--- src/rtl/fllseq_pkg.sv ---
`timescale 1ns/1ps
package fllseq_pkg;
   typedef enum logic [1:0] {
      BYP_AUTO = 2'b00,
      BYP_REF  = 2'b01,
      BYP_LOOP = 2'b10
   } byp_e;

   typedef enum logic [3:0] {
      S_OFF,
      S_OSC_WAIT,
      S_REF_WAIT,
      S_ON,
      S_CONF_REF,
      S_WINDOW,
      S_OSC_DROP,
      S_CONF_AUTO,
      S_SETTLE
   } seq_e;
endpackage

--- src/rtl/fllseq_tick_count.sv ---
`timescale 1ns/1ps
module fllseq_tick_count #(
   parameter int unsigned LIMIT = 10
) (
   input  logic clk,
   input  logic rst_n,
   input  logic run,
   input  logic tick,
   output logic reached
);
   localparam int unsigned W = $clog2(LIMIT + 1);
   localparam logic [W-1:0] LIM_V = W'(LIMIT);

   if (LIMIT < 1) begin : g_bad_limit
      $error("fllseq_tick_count: LIMIT must be at least 1");
   end

   logic [W-1:0] cnt_q;

   always_ff @(posedge clk) begin
      if (!rst_n) begin
         cnt_q <= '0;
      end else if (!run) begin
         cnt_q <= '0;
      end else if (tick && (cnt_q != LIM_V)) begin
         cnt_q <= cnt_q + 1'b1;
      end
   end

   assign reached = (cnt_q == LIM_V);

   assert_cnt_bound_R6: assert property (@(posedge clk) disable iff (!rst_n)
      cnt_q <= LIM_V);
   assert_reach_by_tick_R6: assert property (@(posedge clk) disable iff (!rst_n)
      $rose(reached) |-> $past(tick) && $past(run));
endmodule

--- src/rtl/fllseq_echo.sv ---
`timescale 1ns/1ps
module fllseq_echo
   import fllseq_pkg::*;
(
   input  logic clk,
   input  logic rst_n,
   input  byp_e wr_code,
   output byp_e rd_code
);
   always_ff @(posedge clk) begin
      if (!rst_n) rd_code <= BYP_AUTO;
      else        rd_code <= wr_code;
   end
endmodule

--- src/rtl/fllseq_select.sv ---
`timescale 1ns/1ps
module fllseq_select
   import fllseq_pkg::*;
#(
   parameter bit SEL_REG = 1'b0
) (
   input  logic clk,
   input  logic rst_n,
   input  byp_e code,
   input  logic loop_en,
   input  logic loop_locked,
   output logic sel_loop
);
   logic sel_next;

   always_comb begin
      unique case (code)
         BYP_LOOP: sel_next = 1'b1;
         BYP_REF:  sel_next = 1'b0;
         default:  sel_next = loop_en & loop_locked;
      endcase
   end

   if (SEL_REG) begin : g_reg
      logic sel_q;
      always_ff @(posedge clk) begin
         if (!rst_n) sel_q <= 1'b0;
         else        sel_q <= sel_next;
      end
      assign sel_loop = sel_q;
      assert_sel_ref_low_R4: assert property (@(posedge clk) disable iff (!rst_n)
         (code == BYP_REF) |=> !sel_loop);
   end else begin : g_comb
      assign sel_loop = sel_next;
      assert_sel_ref_low_R4: assert property (@(posedge clk) disable iff (!rst_n)
         (code == BYP_REF) |-> !sel_loop);
   end
endmodule

--- src/rtl/fllseq_ctrl.sv ---
`timescale 1ns/1ps
module fllseq_ctrl
   import fllseq_pkg::*;
(
   input  logic clk,
   input  logic rst_n,
   input  logic req_on,
   input  logic req_off,
   input  logic osc_ready,
   input  logic ref_stable,
   input  logic force_loop,
   input  byp_e echo_code,
   input  logic win_done,
   input  logic settle_done,
   output logic osc_en,
   output logic loop_en,
   output byp_e byp_code,
   output logic busy,
   output logic done,
   output logic win_run,
   output logic settle_run
);
   seq_e st_q;

   always_ff @(posedge clk) begin
      if (!rst_n) begin
         st_q     <= S_OFF;
         osc_en   <= 1'b0;
         loop_en  <= 1'b0;
         byp_code <= BYP_AUTO;
         done     <= 1'b0;
      end else begin
         done <= 1'b0;
         unique case (st_q)
            S_OFF: begin
               byp_code <= BYP_AUTO;
               if (req_on) begin
                  osc_en <= 1'b1;
                  st_q   <= S_OSC_WAIT;
               end
            end
            S_OSC_WAIT: begin
               if (osc_ready) st_q <= S_REF_WAIT;
            end
            S_REF_WAIT: begin
               if (ref_stable) begin
                  loop_en <= 1'b1;
                  done    <= 1'b1;
                  st_q    <= S_ON;
               end
            end
            S_ON: begin
               if (req_off) begin
                  byp_code <= BYP_REF;
                  st_q     <= S_CONF_REF;
               end else begin
                  byp_code <= force_loop ? BYP_LOOP : BYP_AUTO;
               end
            end
            S_CONF_REF: begin
               if (echo_code == BYP_REF) st_q <= S_WINDOW;
            end
            S_WINDOW: begin
               if (win_done) begin
                  loop_en <= 1'b0;
                  st_q    <= S_OSC_DROP;
               end
            end
            S_OSC_DROP: begin
               osc_en   <= 1'b0;
               byp_code <= BYP_AUTO;
               st_q     <= S_CONF_AUTO;
            end
            S_CONF_AUTO: begin
               if (echo_code == BYP_AUTO) st_q <= S_SETTLE;
            end
            S_SETTLE: begin
               if (settle_done) begin
                  done <= 1'b1;
                  st_q <= S_OFF;
               end
            end
            default: st_q <= S_OFF;
         endcase
      end
   end

   assign busy       = (st_q != S_OFF) && (st_q != S_ON);
   assign win_run    = (st_q == S_WINDOW);
   assign settle_run = (st_q == S_SETTLE);

   assert_loop_needs_osc_R3: assert property (@(posedge clk) disable iff (!rst_n)
      loop_en |-> osc_en);
   assert_loop_rise_order_R3: assert property (@(posedge clk) disable iff (!rst_n)
      $rose(loop_en) |-> $past(ref_stable) && $past(osc_en));
   assert_auto_while_enabling_R2: assert property (@(posedge clk) disable iff (!rst_n)
      (st_q == S_OSC_WAIT || st_q == S_REF_WAIT) |-> (byp_code == BYP_AUTO));
   assert_ref_held_in_window_R5: assert property (@(posedge clk) disable iff (!rst_n)
      (st_q == S_WINDOW) |-> (byp_code == BYP_REF) && (echo_code == BYP_REF) && loop_en);
   assert_loop_fall_after_window_R6: assert property (@(posedge clk) disable iff (!rst_n)
      $fell(loop_en) |-> $past(win_done));
   assert_osc_fall_after_loop_R7: assert property (@(posedge clk) disable iff (!rst_n)
      $fell(osc_en) |-> !loop_en && !$past(loop_en));
   assert_done_single_R10: assert property (@(posedge clk) disable iff (!rst_n)
      done |=> !done);
endmodule

--- src/rtl/fll_power_sequencer.sv ---
`timescale 1ns/1ps
module fll_power_sequencer
   import fllseq_pkg::*;
#(
   parameter int unsigned SLOW_TICKS   = 10,
   parameter int unsigned SETTLE_TICKS = 3,
   parameter bit          SEL_REG      = 1'b0
) (
   input  logic       clk,
   input  logic       rst_n,
   input  logic       req_on,
   input  logic       req_off,
   input  logic       osc_ready,
   input  logic       ref_stable,
   input  logic       loop_locked,
   input  logic       force_loop,
   input  logic       ref_tick,
   input  logic       out_tick,
   output logic       osc_en,
   output logic       loop_en,
   output logic [1:0] bypass_code,
   output logic       sel_loop,
   output logic       busy,
   output logic       done
);
   localparam int unsigned N_WIN = 2;

   if (SLOW_TICKS < 1) begin : g_bad_slow
      $error("fll_power_sequencer: SLOW_TICKS must be at least 1");
   end
   if (SETTLE_TICKS < 1) begin : g_bad_settle
      $error("fll_power_sequencer: SETTLE_TICKS must be at least 1");
   end

   byp_e             code_w;
   byp_e             echo_w;
   logic             win_run;
   logic             settle_run;
   logic             settle_hit;
   logic [N_WIN-1:0] win_tick;
   logic [N_WIN-1:0] win_hit;

   assign win_tick = {out_tick, ref_tick};

   for (genvar i = 0; i < N_WIN; i++) begin : g_win
      fllseq_tick_count #(.LIMIT(SLOW_TICKS)) u_cnt (
         .clk     (clk),
         .rst_n   (rst_n),
         .run     (win_run),
         .tick    (win_tick[i]),
         .reached (win_hit[i])
      );
   end

   fllseq_tick_count #(.LIMIT(SETTLE_TICKS)) u_settle (
      .clk     (clk),
      .rst_n   (rst_n),
      .run     (settle_run),
      .tick    (ref_tick),
      .reached (settle_hit)
   );

   fllseq_echo u_echo (
      .clk     (clk),
      .rst_n   (rst_n),
      .wr_code (code_w),
      .rd_code (echo_w)
   );

   fllseq_ctrl u_ctrl (
      .clk         (clk),
      .rst_n       (rst_n),
      .req_on      (req_on),
      .req_off     (req_off),
      .osc_ready   (osc_ready),
      .ref_stable  (ref_stable),
      .force_loop  (force_loop),
      .echo_code   (echo_w),
      .win_done    (&win_hit),
      .settle_done (settle_hit),
      .osc_en      (osc_en),
      .loop_en     (loop_en),
      .byp_code    (code_w),
      .busy        (busy),
      .done        (done),
      .win_run     (win_run),
      .settle_run  (settle_run)
   );

   fllseq_select #(.SEL_REG(SEL_REG)) u_sel (
      .clk         (clk),
      .rst_n       (rst_n),
      .code        (code_w),
      .loop_en     (loop_en),
      .loop_locked (loop_locked),
      .sel_loop    (sel_loop)
   );

   assign bypass_code = code_w;

   assert_settle_in_auto_R8: assert property (@(posedge clk) disable iff (!rst_n)
      settle_run |-> (code_w == BYP_AUTO) && !osc_en && busy);
endmodule

--- config.mk ---
export PLATFORM = sky130hd
export DESIGN_NAME = fll_power_sequencer
export DESIGN_NICKNAME = d
export VERILOG_FILES = /design/src/rtl/fllseq_pkg.sv /design/src/rtl/fllseq_tick_count.sv /design/src/rtl/fllseq_echo.sv /design/src/rtl/fllseq_select.sv /design/src/rtl/fllseq_ctrl.sv /design/src/rtl/fll_power_sequencer.sv
export SDC_FILE = /design/constraint.sdc
export NUM_CORES = 1
export LEC_CHECK = 0
export BUFFER_PORTS_ARGS = -buffer_cell sky130_fd_sc_hd__buf_2
export CELL_PAD_IN_SITES_DETAIL_PLACEMENT = 1
export CELL_PAD_IN_SITES_GLOBAL_PLACEMENT = 2
export CORE_MARGIN = 2
export CORE_UTILIZATION = 33
export CTS_CLUSTER_DIAMETER = 80
export DETAILED_ROUTE_END_ITERATION = 8
export PLACE_DENSITY = 0.78
export SKIP_LAST_GASP = 1
export SYNTH_ARGS = -nofsm -noshare
export SYNTH_HDL_FRONTEND = slang
export SYNTH_SLANG_ARGS = --single-unit
export TNS_END_PERCENT = 10
--- constraint.sdc ---
create_clock -name clk -period 2 [get_ports clk]
set_input_delay 0.2 -clock clk [delete_from_list [all_inputs] [get_ports clk]]
set_output_delay 0.2 -clock clk [all_outputs]
set_load 0.005 [all_outputs]
-- After elaboration in Yosys (flattened, before gate mapping)
Cells that the tools add are included.
- bitwise gates (word level): 1
- multiplexer cells: 21
- equal/unequal tests: 26
- $add $sub $neg: 3
- reduce and logical (&&, ||, !) cells: 17
- operators by type and width (cell ; number):
    $pmux 4 s9 ; 1
    $mux 4 ; 8
    $eq 4x3->1 const B ; 4
    $eq 4x4->1 const B ; 3
    $ne 2x2->1 const B ; 6
    $add 4x1->4 const B ; 2
    $eq 4x2->1 const B ; 2
    $ne 4x4->1 const B ; 2
    $pmux 1 s2 ; 4
    $reduce_and 2->1 ; 4
    $reduce_and 8->1 ; 1
    $ne 2x1->1 const B ; 3
    $reduce_bool 2->1 ; 3
    $mux 1 ; 5
    $eq 2x1->1 const B ; 2
    $eq 2x2->1 const B ; 2
    $eq 4x1->1 const B ; 1
    $logic_and 1x1->1 ; 4
    $logic_not 4->1 ; 1
    $mux 2 ; 2
    $ne 4x2->1 const B ; 1
    $pmux 2 s2 ; 1
    $reduce_bool 4->1 ; 1
    $reduce_and 3->1 ; 1
    other kinds (4) ; 4
- output and inout bits: 7
- input bits: 10
- logic and storage cells: 77
- bits in registers: 21

-- Depth between registers and ports, before layout
- word-level depth: 4
- mapped depth: 7
- gate-level depth less buffers: 7

-- By module
Synthesis repeated with hierarchy kept, for this count alone.
- cells, all modules: 135
- area, all modules: 1178.6 µm²
- modules (own cells, without submodules) (module ; area each (µm²) ; sequential area each (µm²) ; instances ; cells an instance):
    fllseq_ctrl ; 565.5 ; 180.2 ; 1 ; 70
    fllseq_tick_count (g_win[0].u_cnt ...) ; 214.0 ; 80.1 ; 2 ; 23
    fllseq_tick_count (u_settle) ; 96.3 ; 40.0 ; 1 ; 9
    fllseq_echo ; 52.6 ; 40.0 ; 1 ; 4
    fllseq_select ; 30.0 ; 0.0 ; 1 ; 5
    fll_power_sequencer ; 6.3 ; 0.0 ; 1 ; 1

-- Worst setup path after synthesis
OpenSTA, ideal clock, no wires.
- path kind: register -> register
- start: register u_ctrl.st_q[1]
- end: register u_ctrl.st_q[0]
- data required time: 1880 ps
- setup time: 120 ps
- cell stages (with the launch flop): 6
- path slack: 503 ps
- data arrival time: 1377 ps
- period minus slack after synthesis: 1497 ps
- buffers on the path: 0
- path through: dfxtp_1 mux2_2 or3_1 nand4_4 mux2i_1 nor2_1
- cells in the longest elaborated chain, start to end: 3
- elaborated cells on any way between the ends: 19
- ends and longest elaborated chain (element ; RTL line ; source):
    start: declaration ; fllseq_ctrl.sv:23 ; seq_e st_q;
    start signal: assignment ; fllseq_ctrl.sv:27 ; st_q <= S_OFF;
    start signal: assignment ; fllseq_ctrl.sv:39 ; st_q <= S_OSC_WAIT;
    start signal: assignment ; fllseq_ctrl.sv:43 ; if (osc_ready) st_q <= S_REF_WAIT;
    $eq 4x3->1 (tied with other cells) ; fllseq_ctrl.sv:34 ; unique case (st_q)
    $ne 2x1->1 (no source line) or $ne 2x2->1 (tied branches) ; -- ;
    $reduce_and 8->1 (no source line) ; -- ;
Several ways; a longest one is shown, not always the timed one.
A chain may end at the register's enable or synchronous reset.

-- Worst setup path in the final report
Same ends and word-level chain as after synthesis.

==> flow_summary.ini <==
[clock_network]
clkTransAtPathRegs_ns = 0.12
cts_sinks = 21
cts_setup_buffers = 0
htree_levels = 1
post_cts_resized = 0
clock_latency_ns = 0.30
clock-root-buffer = clkbuf_4
cts_buffers = 3
cts_buffer_depth = 2
cts_tree = done
holdBufCountCts = 0

[global_route]
antenna_found_initial = 0
grt_pass1_vias = 899
grt_pass1_wl_um = 3919
overflow = 0
grt_start_max_net_pins = 14
track_usage_pct = 14.25

[logic_synthesis]
synth.largest_area_cell = dfxtp_1
synth_seq_cells = 21
ys_warn_count = 0
syn_nets = 138
synth_top_area_share_pct = 38.58
syn_area_mm2 = 0.001090
ys_seq_area_share_pct = 38.58
yosysUniqueCellTypes = 34
syn-mean-instance-area_um2 = 8.933
synth_cells = 122
synth.area.top_cells = dfxtp_1, ha_1, nor2_1

[pwr]
peakVddDrop_v = 0.0004172
p_leak_nw = 0.4601
fin_total_pwr_mw = 1.075
p_per_area_mw_per_mm2 = 879.9

[placement]
gp_congestion = 0.7475
portBuffers = 16
place_ws_ns = 0.2075
dpl.hpwl_um = 1826
placed_area_mm2 = 0.001195

[job]
max-cap-violations = 0

[sta]
slew_headroom_pct = 73.84
min_period_ns = 1.789
whs_ns = 0.1649
post-route-period-util_pct = 89.47
fin_skew_ns = 0.005861
rsz0062_at_grt = no
fin_tns_setup_ns = 0
worstMarginPinSlew_ns = 0.3893
slew_viol_final = 0
hold_violations = 0
fin_ws_ns = 0.2106
finalSetupViolations = 0
max_freq_ghz = 0.5588

[setup_path]
path_buf_inv = 0
rr_worst_depth = 5
path_cells = mux2_2 -> or3_1 -> nand4_4 -> mux2i_1 -> nor2_1
worstPathArrival_ns = 1.99
ff2ff_setup_slack_ns = 0.21
startpoint_type = flop
critical_path_peak_fanout = 13
cp.required_ns = 2.20
max_stage_delay_ns = 0.57
cp_num_cells = 5
cp_slowest_cell = dfxtp_1
setup.worst_path.class = flop to flop
critPathTopFamily = multiplexers
end_kind = flop

[drt]
wl_per_cell_um = 12.82
ant_nets = 0
wl_um = 2346
vias = 878
drt_iter0_markers = 24
viasPerCell = 4.798
first_pass_iters = 2
drc = 0

[floorplan]
start_util_pct = 35.12
num_rows = 20
fp.coreArea_mm2 = 0.003103
die_w_um = 61.47
die_area_mm2 = 0.003778
io_pins = 17
die_y_um = 61.47

[cells_and_area]
diodes = 0
fin_area_mm2 = 0.001221
drive_gt1_share_pct = 17.99
layout_commonest_cell = dfxtp_1
nets = 156
syn2layout_area_growth_pct = 12.06
final_cell_mix = dfxtp_1, buf_2, nor2_1

[min_path]
min_delay_path_depth = 3
hold_class = input pin to flop

[status]
status = complete, no violations
synthesized netlist by cell type:
cell       count
a211oi_1       2
a21oi_1        5
a311oi_1       1
a31oi_1        2
a32oi_2        1
and2_1         3
and4bb_1       1
buf_4          1
buf_6          2
clkbuf_4       1
dfxtp_1       21
ha_1           6
inv_1          9
mux2_2         1
mux2i_1        3
nand2_1       12
nand2b_1       2
nand3_1        4
nand3b_1       2
nand4_1        2
nand4_4        1
nor2_1        15
nor2b_1        2
nor3_1         1
o2111ai_2      1
o21ai_0        3
o21ai_2        1
o22ai_1        1
o311ai_0       1
or2b_1         1
or3_1          4
or4_1          1
xnor2_1        5
xor2_1         4
report_power, final:
group / internal [mW] / total [mW] / leakage (nW) / switching, mW
logic: 0.165 / 0.353 / 0.275 / 0.188
registers: 0.451 / 0.514 / 0.170 / 0.0626
clock network: 0.0778 / 0.207 / 0.0150 / 0.129
worst register-to-register path, stage by stage, from the launching register on:
cell and delay, ns:
dfxtp_1 0.57, mux2_2 0.38, or3_1 0.38, nand4_4 0.11, mux2i_1 0.20, nor2_1 0.05
kinds of logic after synthesis:
| group | Yosys count | synth area share, % |
|---|---|---|
| AOI/OAI and AO/OA | 18 | 12.05 |
| xor gates and xnor gates | 9 | 7.233 |
| adders and majority gates | 6 | 6.888 |
| buffers and inverters | 13 | 6.544 |
| DFF | 21 | 38.58 |
| muxes | 4 | 3.789 |
| and+or+nand+nor | 51 | 24.91 |
state kept, by name (all words and copies together), names as in the netlist:
| signal | cells |
|---|---|
| g_win.u_cnt.cnt_q | 8 |
| u_settle.cnt_q | 2 |
| u_echo.rd_code | 2 |
| u_ctrl.st_q | 4 |
| u_ctrl.osc_en | 1 |
| u_ctrl.loop_en | 1 |
| u_ctrl.byp_code | 2 |
| u_ctrl.done | 1 |
worst paths after layout:
kind                       from                  to
max              u_ctrl.st_q[1]      u_ctrl.st_q[0]
min                     req_off  u_ctrl.byp_code[1]
max reg2reg      u_ctrl.st_q[1]      u_ctrl.st_q[0]
min reg2reg  u_ctrl.byp_code[0]   u_echo.rd_code[0]
per-stage QoR:
stage                     std cells  util [%]
final                           183     39.35
after global routing            183     39.35
after CTS                       183     39.35
after detailed placement        179     38.51
after global placement          179     38.51
after floorplan                 122         -
metal layers:
metal  share of wire, %  vias to the layer above  GRT usage [%]  wire (µm)
met4               0.81                        0          2.736         19
met5                  0                        -              0          0
li1                   -                      449              -          -
met3                4.8                        2          5.672        112
met1                 44                      413          16.10       1025
met2                 51                       14          25.53       1189
layout make-up:
class | instances | area (µm²)
multi-input combinational | 88 | 598.1
fill | 395 | 1882
sequential | 21 | 420.4
timing repair buffer | 17 | 87.58
clock buffer | 4 | 26.28
tap | 44 | 55.05
inverter | 9 | 33.78
(Power assumes the default switching activity.)
